File: src/rtl/gpio_irq_pkg.sv
package gpio_irq_pkg;
  localparam int unsigned DATA_W = 32;
  localparam int unsigned ADDR_W = 8;

  localparam logic [ADDR_W-1:0] OFS_MODE  = 8'h00;
  localparam logic [ADDR_W-1:0] OFS_DIR   = 8'h04;
  localparam logic [ADDR_W-1:0] OFS_DOUT  = 8'h08;
  localparam logic [ADDR_W-1:0] OFS_DIN   = 8'h0C;
  localparam logic [ADDR_W-1:0] OFS_PEND  = 8'h10;
  localparam logic [ADDR_W-1:0] OFS_CLR   = 8'h14;
  localparam logic [ADDR_W-1:0] OFS_MASK  = 8'h18;
  localparam logic [ADDR_W-1:0] OFS_UNMSK = 8'h1C;
  localparam logic [ADDR_W-1:0] OFS_POL   = 8'h20;
  localparam logic [ADDR_W-1:0] OFS_EDGE  = 8'h24;
  localparam logic [ADDR_W-1:0] OFS_BOTH  = 8'h4C;
endpackage

File: src/rtl/gpio_in_sync.sv
module gpio_in_sync #(
  parameter int unsigned WIDTH  = 32,
  parameter int unsigned STAGES = 2
) (
  input  logic             clk_i,
  input  logic             rst_ni,
  input  logic [WIDTH-1:0] d_i,
  output logic [WIDTH-1:0] q_o
);
  logic [WIDTH-1:0] stage_q [STAGES];

  always_ff @(posedge clk_i or negedge rst_ni) begin
    if (!rst_ni) stage_q[0] <= '0;
    else         stage_q[0] <= d_i;
  end

  for (genvar s = 1; s < STAGES; s++) begin : g_stage
    always_ff @(posedge clk_i or negedge rst_ni) begin
      if (!rst_ni) stage_q[s] <= '0;
      else         stage_q[s] <= stage_q[s-1];
    end
  end

  assign q_o = stage_q[STAGES-1];
endmodule

File: src/rtl/gpio_cfg_regs.sv
module gpio_cfg_regs
  import gpio_irq_pkg::*;
#(
  parameter int unsigned NPINS = 32
) (
  input  logic              clk_i,
  input  logic              rst_ni,
  input  logic              wr_i,
  input  logic [ADDR_W-1:0] addr_i,
  input  logic [NPINS-1:0]  wdata_i,
  output logic [NPINS-1:0]  mode_o,
  output logic [NPINS-1:0]  dir_o,
  output logic [NPINS-1:0]  dout_o,
  output logic [NPINS-1:0]  en_o,
  output logic [NPINS-1:0]  pol_o,
  output logic [NPINS-1:0]  edge_o,
  output logic [NPINS-1:0]  both_o,
  output logic [NPINS-1:0]  clr_o
);
  logic [NPINS-1:0] mode_q, dir_q, dout_q, en_q, pol_q, edge_q, both_q;

  always_ff @(posedge clk_i or negedge rst_ni) begin
    if (!rst_ni) begin
      mode_q <= '0;
      dir_q  <= '0;
      dout_q <= '0;
      en_q   <= '0;
      pol_q  <= '0;
      edge_q <= '0;
      both_q <= '0;
    end else if (wr_i) begin
      unique case (addr_i)
        OFS_MODE:  mode_q <= wdata_i;
        OFS_DIR:   dir_q  <= wdata_i;
        OFS_DOUT:  dout_q <= wdata_i;
        OFS_MASK:  en_q   <= en_q & wdata_i;   // zero bits disable
        OFS_UNMSK: en_q   <= en_q | wdata_i;   // one bits enable
        OFS_POL:   pol_q  <= wdata_i;
        OFS_EDGE:  edge_q <= wdata_i;
        OFS_BOTH:  both_q <= wdata_i;
        default: ;
      endcase
    end
  end

  assign clr_o  = (wr_i && addr_i == OFS_CLR) ? wdata_i : '0;
  assign mode_o = mode_q;
  assign dir_o  = dir_q;
  assign dout_o = dout_q;
  assign en_o   = en_q;
  assign pol_o  = pol_q;
  assign edge_o = edge_q;
  assign both_o = both_q;
endmodule

File: src/rtl/gpio_irq_sense.sv
module gpio_irq_sense #(
  parameter int unsigned NPINS = 32
) (
  input  logic             clk_i,
  input  logic             rst_ni,
  input  logic [NPINS-1:0] lvl_i,
  input  logic [NPINS-1:0] mode_i,
  input  logic [NPINS-1:0] pol_i,
  input  logic [NPINS-1:0] edge_i,
  input  logic [NPINS-1:0] both_i,
  input  logic [NPINS-1:0] clr_i,
  output logic [NPINS-1:0] pend_o
);
  logic [NPINS-1:0] prev_q;

  always_ff @(posedge clk_i or negedge rst_ni) begin
    if (!rst_ni) prev_q <= '0;
    else         prev_q <= lvl_i;
  end

  for (genvar i = 0; i < NPINS; i++) begin : g_pin
    logic rise, fall, hit, armed, latch_q;

    assign rise  = lvl_i[i] & ~prev_q[i];
    assign fall  = ~lvl_i[i] & prev_q[i];
    assign hit   = both_i[i] ? (rise | fall) : (pol_i[i] ? fall : rise);
    assign armed = mode_i[i] & edge_i[i];

    // a new event wins over a clear in the same cycle
    always_ff @(posedge clk_i or negedge rst_ni) begin
      if (!rst_ni)       latch_q <= 1'b0;
      else if (!armed)   latch_q <= 1'b0;
      else if (hit)      latch_q <= 1'b1;
      else if (clr_i[i]) latch_q <= 1'b0;
    end

    assign pend_o[i] = mode_i[i] & (edge_i[i] ? latch_q : (lvl_i[i] ^ pol_i[i]));
  end
endmodule

File: src/rtl/gpio_irq_ctrl.sv
module gpio_irq_ctrl
  import gpio_irq_pkg::*;
#(
  parameter int unsigned NPINS = 32
) (
  input  logic              clk_i,
  input  logic              rst_ni,
  input  logic              bus_en_i,
  input  logic              bus_we_i,
  input  logic [ADDR_W-1:0] bus_addr_i,
  input  logic [DATA_W-1:0] bus_wdata_i,
  output logic [DATA_W-1:0] bus_rdata_o,
  input  logic [NPINS-1:0]  pin_i,
  output logic [NPINS-1:0]  pin_o,
  output logic [NPINS-1:0]  pin_oe_o,
  output logic              irq_o
);
  logic             wr;
  logic [NPINS-1:0] lvl, mode_q, dir_q, dout_q, en_q, pol_q, edge_q, both_q, clr, pend;

  assign wr = bus_en_i & bus_we_i;

  gpio_in_sync #(.WIDTH(NPINS), .STAGES(2)) u_sync (
    .clk_i (clk_i),
    .rst_ni(rst_ni),
    .d_i   (pin_i),
    .q_o   (lvl)
  );

  gpio_cfg_regs #(.NPINS(NPINS)) u_regs (
    .clk_i  (clk_i),
    .rst_ni (rst_ni),
    .wr_i   (wr),
    .addr_i (bus_addr_i),
    .wdata_i(bus_wdata_i[NPINS-1:0]),
    .mode_o (mode_q),
    .dir_o  (dir_q),
    .dout_o (dout_q),
    .en_o   (en_q),
    .pol_o  (pol_q),
    .edge_o (edge_q),
    .both_o (both_q),
    .clr_o  (clr)
  );

  gpio_irq_sense #(.NPINS(NPINS)) u_sense (
    .clk_i (clk_i),
    .rst_ni(rst_ni),
    .lvl_i (lvl),
    .mode_i(mode_q),
    .pol_i (pol_q),
    .edge_i(edge_q),
    .both_i(both_q),
    .clr_i (clr),
    .pend_o(pend)
  );

  assign pin_oe_o = dir_q & ~mode_q;
  assign pin_o    = dout_q & pin_oe_o;
  assign irq_o    = |(pend & en_q);

  always_comb begin
    bus_rdata_o = '0;
    unique case (bus_addr_i)
      OFS_MODE:            bus_rdata_o = DATA_W'(mode_q);
      OFS_DIR:             bus_rdata_o = DATA_W'(dir_q);
      OFS_DOUT:            bus_rdata_o = DATA_W'(dout_q);
      OFS_DIN:             bus_rdata_o = DATA_W'(lvl);
      OFS_PEND:            bus_rdata_o = DATA_W'(pend);
      OFS_MASK, OFS_UNMSK: bus_rdata_o = DATA_W'(en_q);
      OFS_POL:             bus_rdata_o = DATA_W'(pol_q);
      OFS_EDGE:            bus_rdata_o = DATA_W'(edge_q);
      OFS_BOTH:            bus_rdata_o = DATA_W'(both_q);
      default: ;
    endcase
  end
endmodule

File: config.mk
export PLATFORM = sky130hd
export DESIGN_NAME = gpio_irq_ctrl
export DESIGN_NICKNAME = d
export VERILOG_FILES = /design/src/rtl/gpio_irq_pkg.sv /design/src/rtl/gpio_in_sync.sv /design/src/rtl/gpio_cfg_regs.sv /design/src/rtl/gpio_irq_sense.sv /design/src/rtl/gpio_irq_ctrl.sv
export SDC_FILE = /design/constraint.sdc
export NUM_CORES = 1
export LEC_CHECK = 0
export BUFFER_PORTS_ARGS = -buffer_cell sky130_fd_sc_hd__buf_2
export CAP_MARGIN = 20
export CORE_MARGIN = 8
export CORE_UTILIZATION = 37
export CTS_BUF_LIST = sky130_fd_sc_hd__clkbuf_16
export CTS_CLUSTER_DIAMETER = 120
export DETAILED_ROUTE_END_ITERATION = 12
export GPL_ROUTABILITY_DRIVEN = 0
export PLACE_DENSITY_LB_ADDON = 0.12
export SYNTH_ARGS = -nofsm -noshare
export SYNTH_HDL_FRONTEND = slang
export SYNTH_SLANG_ARGS = --single-unit
File: constraint.sdc
create_clock -name clk_i -period 3.7 [get_ports clk_i]
set_input_delay 1.11 -clock clk_i [delete_from_list [all_inputs] [get_ports clk_i]]
set_output_delay 1.11 -clock clk_i [all_outputs]
set_load 0.01 [all_outputs]
==> results of run 1 <==
==> where the power goes <==
part | internal (mW) | switching [mW]
sequential | 3.97 | 0.133
combinational | 0.225 | 0.318
clock | 2.25 | 1.63
total | 6.44 | 2.08
==> worst register-to-register path, delay by kind of cell, from the launching register on <==
family | cells | cell delay (ns)
adders and majority gates | 1 | 0.26
DFF | 1 | 0.50
AOI/OAI and AO/OA | 3 | 0.41
and+or+nand+nor | 2 | 0.18
==> final cells by class <==
cell class | instances | area (µm²) | area share
flip-flops and latches | 352 | 8810 | 0.402
clock inverters | 31 | 158 | 0.00719
multi-input cells | 1025 | 8220 | 0.375
repair buffers | 312 | 2580 | 0.118
well taps | 607 | 759 | 0.0346
clock buffers | 45 | 1130 | 0.0514
inverters | 72 | 270 | 0.0123
==> stage by stage <==
stage	util	hold WS [ns]	std cells	worst slack, ns	total power [mW]
final	0.472	0.343	2444	-0.259	8.52
after global routing	0.472	0.345	2444	-0.310	8.87
after CTS	0.465	0.343	2431	-0.224	8.64
after detailed placement	0.428	0.335	2342	-0.325	4.69
after global placement	0.428	0.333	2342	-0.308	4.68
after floorplan	-	0.331	1539	-0.00974	4.38
==> registers in the layout, summed over array words and instances (netlist names) <==
register	flops
u_regs.pol_o	32
u_regs.mode_o	32
u_sync.q_o	32
u_regs.edge_o	32
u_sense.g_pin.latch_q	32
u_regs.dir_o	32
u_regs.dout_o	32
u_regs.both_o	32
u_sync.stage_q	32
u_regs.en_o	32
u_sense.prev_q	32
==> kinds of logic after synthesis <==
| logic type | Yosys count |
|---|---|
| xor gates and xnor gates | 32 |
| and+or+nand+nor | 385 |
| buffers and inverters | 162 |
| adders and majority gates | 64 |
| muxes | 192 |
| DFF | 352 |
| AOI/OAI and AO/OA | 352 |
==> per-layer routing <==
| layer | vias up | part of all wire |
|---|---|---|
| li1 | 6072 | - |
| met1 | 6815 | 0.43 |
| met2 | 401 | 0.48 |
| met3 | 115 | 0.051 |
| met4 | 4 | 0.037 |
| met5 | - | 0.00047 |
==> synthesized netlist by cell type (33+ instances only) <==
| master | count | area [µm²] |
|---|---|---|
| inv_1 | 71 | 267 |
| mux2_1 | 33 | 372 |
| a22oi_1 | 65 | 488 |
| nor2b_1 | 64 | 400 |
| dfrtp_1 | 352 | 8810 |
| a21oi_1 | 116 | 581 |
| nor2_1 | 117 | 439 |
| ha_1 | 64 | 801 |
| mux2_2 | 129 | 1450 |
| nand2_1 | 85 | 319 |
| o2111ai_1 | 49 | 429 |
| clkbuf_1 | 42 | 158 |
| a211oi_1 | 33 | 248 |
==> worst max-delay path by stage <==
| stage | slack, ns | to | depth (start not counted) |
|---|---|---|---|
| 2_1_floorplan | -0.01 | bus_rdata_o[27] | 7 |
| 3_3_place_gp | -0.31 | bus_rdata_o[9] | 9 |
| 3_5_place_dp | -0.33 | bus_rdata_o[24] | 9 |
| 4_1_cts | -0.22 | bus_rdata_o[9] | 8 |
| 5_1_grt | -0.31 | bus_rdata_o[17] | 8 |
| 6_report | -0.26 | bus_rdata_o[17] | 8 |
==> timing repair <==
action                                  CTS  global route
pin swaps                                25            28
gates resized for setup                  67            40
endpoints found under the setup margin   33            33
gates cloned                              1             1
setup buffers                            13            13
==> impl_results.md, run 1 <==
* Flop2flop setup slack at between 2 and 2.5 ns
* IO Pins at between 150 and 200
* Pre-antenna DRT Iters at 5
* Synth Flop Type: dfrtp_1
* Clock buffer depth at 3
* Number of synthesized flops with an enable pin at 0
* CP endpoint kind: output port
* Post-Synth XOR/XNOR Area at 0.0161
* Port bufs at between 150 and 200
* Final setup fails at 32
* Worst Path Buf+Inv at 3
* Clk_skew at 0.00971 ns
* Post-layout nets at between 1.5k and 2k
* GR peak layer: met2
* Worst Hold End: u_sync.q_o[21]$_DFF_PN0_
* Most frequent cells in the layout: dfrtp_1 (352), buf_2 (158), mux2_2 (129)
* Fin. Hold Viols at 0
* Post-synth cell types at 54
* Critical path startpoint: bus_addr_i[6]
* Die area at 54,200 µm²
* Setup TNS at -6.04 ns
* Ys Warns at 0
* Slew HR at 0.512
* Core ar. at approximately 46,000 µm²
* Grt met3 use at 0.0360
* Worst path cell trace: buf_8 -> or4_4 -> nor3_4 -> buf_6 -> a22o_1 -> a221oi_2 -> nand2_1 -> buf_2
* WHS Path Cells at 0
* Die Y at 233 µm
* Multiplexer area fraction after synthesis at 0.131
* Total nets after synthesis at between 1.5k and 2k
* Post-Place Cell Area at ~20,000 µm²
* Async SR Flop Fraction at 1.00
* Setup CP Type: input port to output port
* Slowest cell delay on critical path at 0.63 ns
* Synthesized instance count at 1,539
* Met2 usage at 0.352
* First DRT Iteration DRCs at 1,043
* Period minus WS final at 3.96 ns
* Row count at between 70 and 80
* DR vias at 13.4k
* Leakage at about 11 nW
* Peak Freq at between 200 and 300 MHz
* Post-synthesis sequential area ratio at 0.506
* Wire per inst at 23.6 µm
* Setup slack after layout at -0.259 ns
* # H-tree levels at 2
* Fin crit share at 1.07
* Crit path required time at roughly 2.6 ns
* Total CTS buffers at 43
* CP Launch Type: input port
* Initial antenna violation count at 2
* Outcome: finished with violations
* Final WL at about 58,000 µm
* Worst-path fanout max at 7
* Clock sink count at around 350
* Pwr Density at about 400 nW/µm²
* CTS Hold Bufs at 0
* Initial core utilization at 0.375
* Met1 global-route usage at 0.268
* Reg-to-reg endpoint: u_sense.g_pin[1].latch_q$_DFFE_PN0P_
* Critical Path AT at ~2.9 ns
* Overall routing resource usage at 0.211
* Area grow syn2layout at 26.0%
* RSZ-0062 raised after global routing: yes
* Average size of a mapped cell at between 10 and 15 µm²
* Post-route ant nets at 0
* Latest clock arrival within the worst-skew pair at between 0.5 and 0.6 ns
* CTS clock-pin slew for the worst setup and hold paths at around 0.050 ns
* Commonest non-fill, non-tap cell in the layout: dfrtp_1
* Largest family of logic cells by synthesized area: compound AO/OA/AOI/OAI gates
* DRC violations left at 0
* Failing checks: negative setup slack
* Worst-Margin Slew at approximately 0.73 ns
* Worst hold path class: register to register
* Post-DP HPWL at 39,900 µm
* TritonCTS clock tree: done
* Number of synthesized register bits at approximately 350
* Post-synthesis cell area at between 15,000 and 20,000 µm²
* Ratio of cells with drive above 1 in the final layout at 0.330
* R2r startpoint: u_sync.q_o[1]$_DFF_PN0_
* Reg2Reg Depth at 6
* First-pass GRT wire length at a little under 90,000 µm
* Synth Area in Compound Gates at 0.142
* Vias in the first global route at ~14k
* Worst VDD drop at ~0.3 mV
* Ant. Diodes at 0
* CP delay by family, top: simple AND/OR/NAND/NOR gates
* Post-synthesis adder-cell area fraction at 0.0460
* Clk root buf: clkbuf_16
* Die X at between 200 and 250 µm
* Max-cap viol count at 0
* Pin count of the biggest net entering global routing at about 80
* Critical hold path startpoint: u_sync.stage_q[53]$_DFF_PN0_
* Post-route cell area at 21,900 µm²
* Simple-Gate Fraction of Synth Area at 0.116
* Critical path's slowest cell: or4_4
* GRT overflow at 0
* Vias per cell at 5.49
* Filler instances at between 4k and 5k
* Slew Viols, Final at 0
(Power assumes the default switching activity.)
==> run 2, diff against run 1 <==
- CORE_UTILIZATION: 37 -> 50
==> impl_results.md, run 2 (synthesis results as in run 1) <==
* # H-tree levels at 2
* Post-Place Cell Area at 19,600 µm²
* Post-DP HPWL at between 30,000 and 40,000 µm
* Vias per cell at around 5.9
* RSZ-0062 raised after global routing: yes
* Reg2Reg Depth at 6
* Wire length on met3 at between 3000 and 4000 µm
* CTS Hold Bufs at 0
* Clk root buf: clkbuf_16
* Die area at 41,000 µm²
* First-pass GRT wire length at between 80,000 and 90,000 µm
* Setup slack after layout at -0.233 ns
* Worst hold path class: register to register
* Total CTS buffers at 40
* Area grow syn2layout at 23.2%
* Pwr Density at roughly 390 nW/µm²
* Row count at just under 70
* CP delay by family, top: simple AND/OR/NAND/NOR gates
* Critical Path AT at roughly 2.8 ns
* Worst setup path endpoint: bus_rdata_o[3]
* Fin. Hold Viols at 0
* CTS clock-pin slew for the worst setup and hold paths at roughly 0.050 ns
* DR vias at roughly 14k
* TritonCTS clock tree: done
* Failing checks: negative setup slack
* Most frequent cells in the layout: dfrtp_1 (352), buf_2 (159), mux2_2 (129)
* Clock sink count at approximately 350
* Met2 wire len at about 26,000 µm
* Commonest non-fill, non-tap cell in the layout: dfrtp_1
* Worst Path Buf+Inv at 4
* Initial core utilization at 0.506
* Flop2flop setup slack at between 2 and 2.5 ns
* DRC violations left at 0
* Worst-Margin Slew at around 0.65 ns
* Wire length on met1 at approximately 22,000 µm
* Initial antenna violation count at 3
* Core ar. at 34,400 µm²
* Wire per inst at 23.3 µm
* Fin crit share at 1.06
* Post-layout nets at ~1.9k
* CP Launch Type: input port
* Worst path cell trace: buf_8 -> or4_4 -> nor3_4 -> buf_6 -> buf_12 -> a22o_1 -> a221oi_2 -> nand3_1 -> buf_2
* Crit path required time at about 2.6 ns
* Slew Viols, Final at 0
* IO Pins at ~170
* Critical path depth at 9
* First DRT Iteration DRCs at between 1k and 1.5k
* DP Worst Slack at -0.294 ns
* Pin count of the biggest net entering global routing at between 70 and 80
* Setup TNS at -4.73 ns
* Placed Instances at between 2k and 2.5k
* Slowest cell delay on critical path at a little over 0.6 ns
* R2r startpoint: u_sync.q_o[0]$_DFF_PN0_
* Final std cells w/o fill at around 2.3k
* Ratio of cells with drive above 1 in the final layout at 0.320
* Peak Freq at 254 MHz
* Port bufs at 172
* Final WL at between 50,000 and 60,000 µm
* Outcome: finished with violations
* Highest routed layer: met5
* Worst VDD drop at roughly 0.37 mV
* CP endpoint kind: output port
* Vias in the first global route at ~14k
* Worst-path fanout max at 7
* Clock buffer depth at 3
* Leakage at roughly 11 nW
* Clk_skew at around 0.0049 ns
* Max-cap viol count at 0
* GRT overflow at 0
* Die X at between 200 and 250 µm
* Slew HR at 0.566
* Reg-to-reg endpoint: u_sense.g_pin[0].latch_q$_DFFE_PN0P_
* Overall routing resource usage at 0.258
* Setup CP Type: input port to output port
* Final setup fails at 32
* Post-route ant nets at 0
* Latest clock arrival within the worst-skew pair at 0.54 ns
* Period minus WS final at around 4 ns
* Critical path's slowest cell: or4_4
* Pre-antenna DRT Iters at 6
* Critical path startpoint: bus_addr_i[5]
* Post-route cell area at roughly 21,000 µm²
* Die Y at 203 µm
-- run 2: how the worst min path moves through the flow --
stage | from | to | slack (ns) | cells past startpoint
after CTS | u_sync.stage_q[35]$_DFF_PN0_ | u_sync.q_o[3]$_DFF_PN0_ | 0.35 | 0
after floorplan | u_sync.stage_q[32]$_DFF_PN0_ | u_sync.q_o[0]$_DFF_PN0_ | 0.33 | 0
final | u_sync.stage_q[38]$_DFF_PN0_ | u_sync.q_o[6]$_DFF_PN0_ | 0.35 | 0
after global routing | u_sync.stage_q[35]$_DFF_PN0_ | u_sync.q_o[3]$_DFF_PN0_ | 0.35 | 0
after detailed placement | u_sync.stage_q[38]$_DFF_PN0_ | u_sync.q_o[6]$_DFF_PN0_ | 0.33 | 0
after global placement | u_sync.stage_q[58]$_DFF_PN0_ | u_sync.q_o[26]$_DFF_PN0_ | 0.33 | 0
-- run 2: layer usage --
metal	up-vias	track usage
met2	517	0.420
li1	6084	-
met4	4	0.113
met5	-	0
met3	131	0.0475
met1	6805	0.335
-- run 2: power by group --
part	internal [mW]	switching, mW	total [mW]
combinational	0.232	0.318	0.550
clock	2.13	1.56	3.69
sequential	3.97	0.130	4.10
-- run 2: timing repair --
action / in CTS / in global routing
resized for setup: 73 / 28
setup buffers: 14 / 2
pin swaps: 20 / 17
cloned: 2 / 0
setup endpoints to repair: 32 / 33
-- run 2: layout make-up --
type | count | area, µm²
Antenna cell | 1 | 2.50
Clock buffer | 41 | 1030
Clock inverter | 30 | 180
Fill cell | 2779 | 12900
Inverter | 72 | 273
Multi-Input combinational cell | 1026 | 8170
Sequential cell | 352 | 8810
Tap cell | 455 | 569
Timing Repair Buffer | 314 | 2410
-- run 2: stage by stage --
stage	hold WS (ns)	power [mW]	util
after floorplan	0.331	4.38	-
after global placement	0.332	4.67	0.571
after detailed placement	0.335	4.69	0.571
after CTS	0.347	8.42	0.619
after global routing	0.349	8.66	0.624
final	0.346	8.34	0.624
